File: src/rtl/gpio_share_port.sv
module gpio_share_port #(
  parameter int W = 16,
  parameter logic [W-1:0] MASK = '1
) (
  input  logic         clk,
  input  logic         rst_n,
  input  logic [1:0]   bus_addr,
  input  logic         bus_wr,
  input  logic [W-1:0] bus_wdata,
  output logic [W-1:0] bus_rdata,
  input  logic [W-1:0] per_en,
  input  logic [W-1:0] per_oe,
  input  logic [W-1:0] per_out,
  output logic [W-1:0] per_in,
  input  logic [W-1:0] pad_in,
  output logic [W-1:0] pad_out,
  output logic [W-1:0] pad_oe
);
  localparam logic [1:0] A_DIR = 2'd0;
  localparam logic [1:0] A_PIN = 2'd1;
  localparam logic [1:0] A_LAT = 2'd2;

  logic [W-1:0] dir_q, lat_q, meta_q, sync_q;
  logic [W-1:0] own, port_drv;

  always_ff @(posedge clk or negedge rst_n) begin
    if (!rst_n) begin
      dir_q <= MASK;
      lat_q <= '0;
    end else if (bus_wr) begin
      if (bus_addr == A_DIR) dir_q <= bus_wdata & MASK;
      if (bus_addr == A_PIN || bus_addr == A_LAT) lat_q <= bus_wdata & MASK;
    end
  end

  always_ff @(posedge clk or negedge rst_n) begin
    if (!rst_n) begin
      meta_q <= '0;
      sync_q <= '0;
    end else begin
      meta_q <= pad_in & MASK;
      sync_q <= meta_q;
    end
  end

  assign own      = per_en & per_oe & MASK;
  assign port_drv = ~own & ~dir_q & MASK;
  assign pad_oe   = own | port_drv;
  assign pad_out  = ((own & per_out) | (~own & lat_q)) & MASK;
  assign per_in   = sync_q & ~port_drv;

  always_comb begin
    case (bus_addr)
      A_DIR:   bus_rdata = dir_q;
      A_PIN:   bus_rdata = sync_q;
      A_LAT:   bus_rdata = lat_q;
      default: bus_rdata = '0;
    endcase
  end
endmodule

File: config.mk
export PLATFORM = sky130hd
export DESIGN_NAME = gpio_share_port
export DESIGN_NICKNAME = d
export VERILOG_FILES = /design/src/rtl/gpio_share_port.sv
export SDC_FILE = /design/constraint.sdc
export NUM_CORES = 1
export LEC_CHECK = 0
export BUFFER_PORTS_ARGS = -buffer_cell sky130_fd_sc_hd__buf_4
export CORE_MARGIN = 2
export CORE_UTILIZATION = 41
export CTS_CLUSTER_DIAMETER = 60
export DETAILED_ROUTE_END_ITERATION = 6
export PLACE_DENSITY = 0.72
export SETUP_SLACK_MARGIN = 0.5
export SLEW_MARGIN = 5
export SYNTH_ARGS = -nofsm -noshare
export SYNTH_HDL_FRONTEND = slang
export SYNTH_SLANG_ARGS = --single-unit
File: constraint.sdc
create_clock -name clk -period 2.3 [get_ports clk]
set_clock_uncertainty 0.2 [all_clocks]
set_input_delay 0.69 -clock clk [delete_from_list [all_inputs] [get_ports clk]]
set_output_delay 0.69 -clock clk [all_outputs]
set_load 0.005 [all_outputs]
After elaboration in Yosys (flattened, before gate mapping). Cells that the tools add are included.

Register bits: 64. Input bits: 85. Output and inout port bits: 64. Logic and storage cells: 21.

Eq/ne operators: 2. Multiplexer cells: 1. Bitwise gates (word level): 10. Reduce and logical (&&, ||, !) cells: 4.

Operators with widths (count): $and 16x16->16 (5); $not 16->16 (3); $pmux 16 s3 (1); $or 16x16->16 (2); $reduce_and 2->1 (2); $eq 2x1->1 const B (1); $eq 2x2->1 const B (1); $logic_not 2->1 (1); $logic_or 1x1->1 (1).

Logic depth before layout (Yosys ltp).
Word-level depth: 5. Depth in mapped cells: 6. Gate-level depth less buffers: 4.

Worst setup path before layout. No wires, ideal clock.

Kind: input to output. From: input port bus_addr[1]. To: output port bus_rdata[10]. Arrival time: 1548 ps. Data required time: 1410 ps. Setup slack: -138 ps. Stages on the path: 6. Path through: inv_1 > ha_1 > clkbuf_1 > buf_6 > a222oi_1 > nor2_1.

Cells in the longest elaborated chain, start to end: 2. Elaborated cells between the ends (all ways): 4. Those cells by class: 2 x eq/ne; 1 x mux; 1 x reduce/logical.

RTL lines: from (decl) (RTL line 7) `input logic [1:0] bus_addr,`; $eq 2x2->1 (tied with other cells) (RTL line 53) `case (bus_addr)`; $pmux 16 s3 * (RTL line 53); to (decl) (RTL line 10) `output logic [W-1:0] bus_rdata,`.

Every way passes the cells marked *; elsewhere a longest branch is shown, timed or not.

Worst setup path after layout.
From: input port bus_addr[1]. To: output port bus_rdata[8].

Same word-level chain as after synthesis.

==> impl_metrics.tcl <==
set metrics [dict create \
    core_mm2 0.00683 \
    clkLatencyLatePin_ps 340 \
    vdd_drop_max_mv 0.467 \
    ys_types 17 \
    mostFrequentLayoutCells "buf_4 (98), dfrtp_1 (48), buf_6 (46)" \
    power_leakage_uw 0.00261 \
    utilization 0.801 \
    worst_pin_slew_ps 762 \
    grt_max_degree 65 \
    setup_viol 16 \
    crit_required_ps 1410 \
    synth.avg_cell_area_um2 12.9 \
    dr.pass1.iters 7 \
    netlist_instances 225 \
    drt_drc_violations_left 0 \
    port-buffer-count 148 \
    rsz0062_at_grt "yes" \
    gp_congestion 0.777 \
    io_pins 149 \
    cts.sinks 64 \
    gr-usage-all-layers 0.220 \
    drt_iter0_drc 147 \
    fin_total_pwr_uw 3560 \
    yosysWarnings 0 \
    reg2reg_to "dir_q[13]$_DFFE_PN1P_" \
    hpwl_mm 5.40 \
    num_rows 30 \
    cp_max_fo 8 \
    startpoint_type "input pin" \
    syn_nets 314 \
    die_x_um 88.1 \
    grt_overflow_total 0 \
    wirelength_mm 9.03 \
    via_count 2572 \
    synth_area_mm2 0.00290 \
    fmax_ghz 0.376 \
    status "finished, violations left" \
    fill_cells 419 \
    hold_path.class "flop to flop" \
    clk_pin_slew_ps 70 \
    synth_area_leaders "dfrtp_1 (41%), dfstp_2 (14%), mux2_2 (11%)" \
    final_area_mm2 0.00547 \
    p_per_area_mw_per_mm2 650 \
    nNetsFinal 500 \
    reg2reg_slack_ps 1220 \
    violations "setup timing" \
    rr_worst_depth 2 \
    cap_viol_max_count 0 \
    critPathKind "input pin to primary output" \
    layout_commonest_cell "buf_4" \
    wl_per_cell_um 17.6 \
    min_path_cells 0 \
    yosysSeqAreaShare 0.559 \
    synth_top_area_cell "dfrtp_1" \
    cts_buffers 9 \
    r2r-start "dir_q[13]$_DFFE_PN1P_" \
    arrival_ps 1770 \
    antenna_found_initial 0 \
    maxSlewViolCount 0 \
    period_needed_ps 2660 \
    hold_start "meta_q[12]$_DFF_PN0_" \
    drive_gt1_frac 0.757 \
    grt_pass1_vias 2585 \
    place_area_mm2 0.00436 \
    drtAntennaViolNets 0 \
    num_antenna_cells 0 \
    ctsLongestPathBuffers 2 \
    die-area_mm2 0.00776 \
    cts_hold_buf 0 \
    final.setup.worst_slack_ps -357 \
    cts_tree "built" \
    min_period_over_period 1.16 \
    synth-seq-cells 64 \
    synth_top_area_share 0.414 \
    end_kind "primary output" \
    syn_to_final_growth_pct 88.7 \
    min_delay_worst_endpoint "sync_q[12]$_DFF_PN0_" \
    slew_headroom 0.492 \
    die_h_um 88.1 \
    grt_pass1_wl_mm 12.7 \
    hold_viol_final 0 \
    viasPerCell 5.02 \
    htree_levels 3 \
    root_buffer "clkbuf_8" \
    initial_core_util 0.425 \
]
## layout make-up
| type | instances | area (um2) | area share |
|---|---|---|---|
| sequential | 64 | 1620 | 0.296 |
| tap | 96 | 120 | 0.0219 |
| clock buffer | 13 | 159 | 0.0290 |
| multi-input combinational | 151 | 1640 | 0.300 |
| clock inverter | 3 | 40.0 | 0.00731 |
| timing repair buffer | 183 | 1870 | 0.341 |
| inverter | 2 | 20.0 | 0.00366 |
## through the flow
stage	hold WS, ps	setup slack (ps)	TNS, ps	cells
final	137	-357	-5250	512
after CTS	140	-323	-4970	488
after floorplan	131	-37.9	-369	225
after global routing	146	-449	-6260	512
after global placement	132	-384	-5780	465
after detailed placement	135	-384	-5960	465
## sequential cells by signal, summed over array words and instances, names as in the netlist
register,cells
dir_q,16
meta_q,16
sync_q,16
lat_q,16
## power breakdown
group          total (uW)  switching (uW)  internal, uW  leakage (uW)
Combinational        1150             386           768       0.00178
Sequential           1450             146          1310      0.000729
Clock                 951             394           557      0.000103
Total                3560             926          2630       0.00261
## worst max-delay path by stage
stage / start / end / slack (ps) / cells past startpoint
3_5_place_dp: bus_addr[1] / bus_rdata[14] / -380 / 6
5_1_grt: bus_addr[1] / bus_rdata[9] / -450 / 8
4_1_cts: bus_addr[1] / bus_rdata[15] / -320 / 8
2_1_floorplan: bus_addr[0] / bus_rdata[10] / -40 / 6
3_3_place_gp: bus_addr[1] / bus_rdata[13] / -380 / 6
6_report: bus_addr[1] / bus_rdata[8] / -360 / 8
## per-layer routing
layer / vias up / share of wire / global-route usage / routed length, um
li1: 1184 / - / - / -
met1: 1273 / 0.38 / 0.256 / 3410
met2: 99 / 0.55 / 0.388 / 4970
met3: 16 / 0.048 / 0.0641 / 433
met4: 0 / 0.024 / 0.0730 / 214
met5: - / 0 / 0 / 0
## worst max-delay path, cell delays in order
cell	delay, ps
buf_12	100
inv_12	30
buf_12	110
ha_4	160
buf_6	140
a222oi_1	300
nor2_1	90
buf_4	140
## logic make-up (layout without fill, tap and decap cells)
family	after synthesis	count (layout)	synth area share
simple gates	66	67	0.104
mux	48	48	0.212
compound gates	32	32	0.0828
buf+inv	11	201	0.0242
flops	64	64	0.559
fa+ha+maj	4	4	0.0173
## Yosys cell counts
master    instances
buf_4             1
a222oi_1         16
inv_1             2
clkbuf_1          2
mux2_4           20
dfstp_2          16
buf_2             2
nor2b_1          16
buf_1             1
mux2_2           28
nand2_4           2
dfrtp_1          48
a21oi_1          16
nor2_1           16
ha_1              4
buf_6             3
nand2_1          32
## repair_timing
item,CTS,global route
gates cloned,0,1
buffers inserted,7,23
pin swaps,24,51
setup endpoints to repair,80,80
gates resized for setup,122,50
Power figures use the tool's default switching activity.
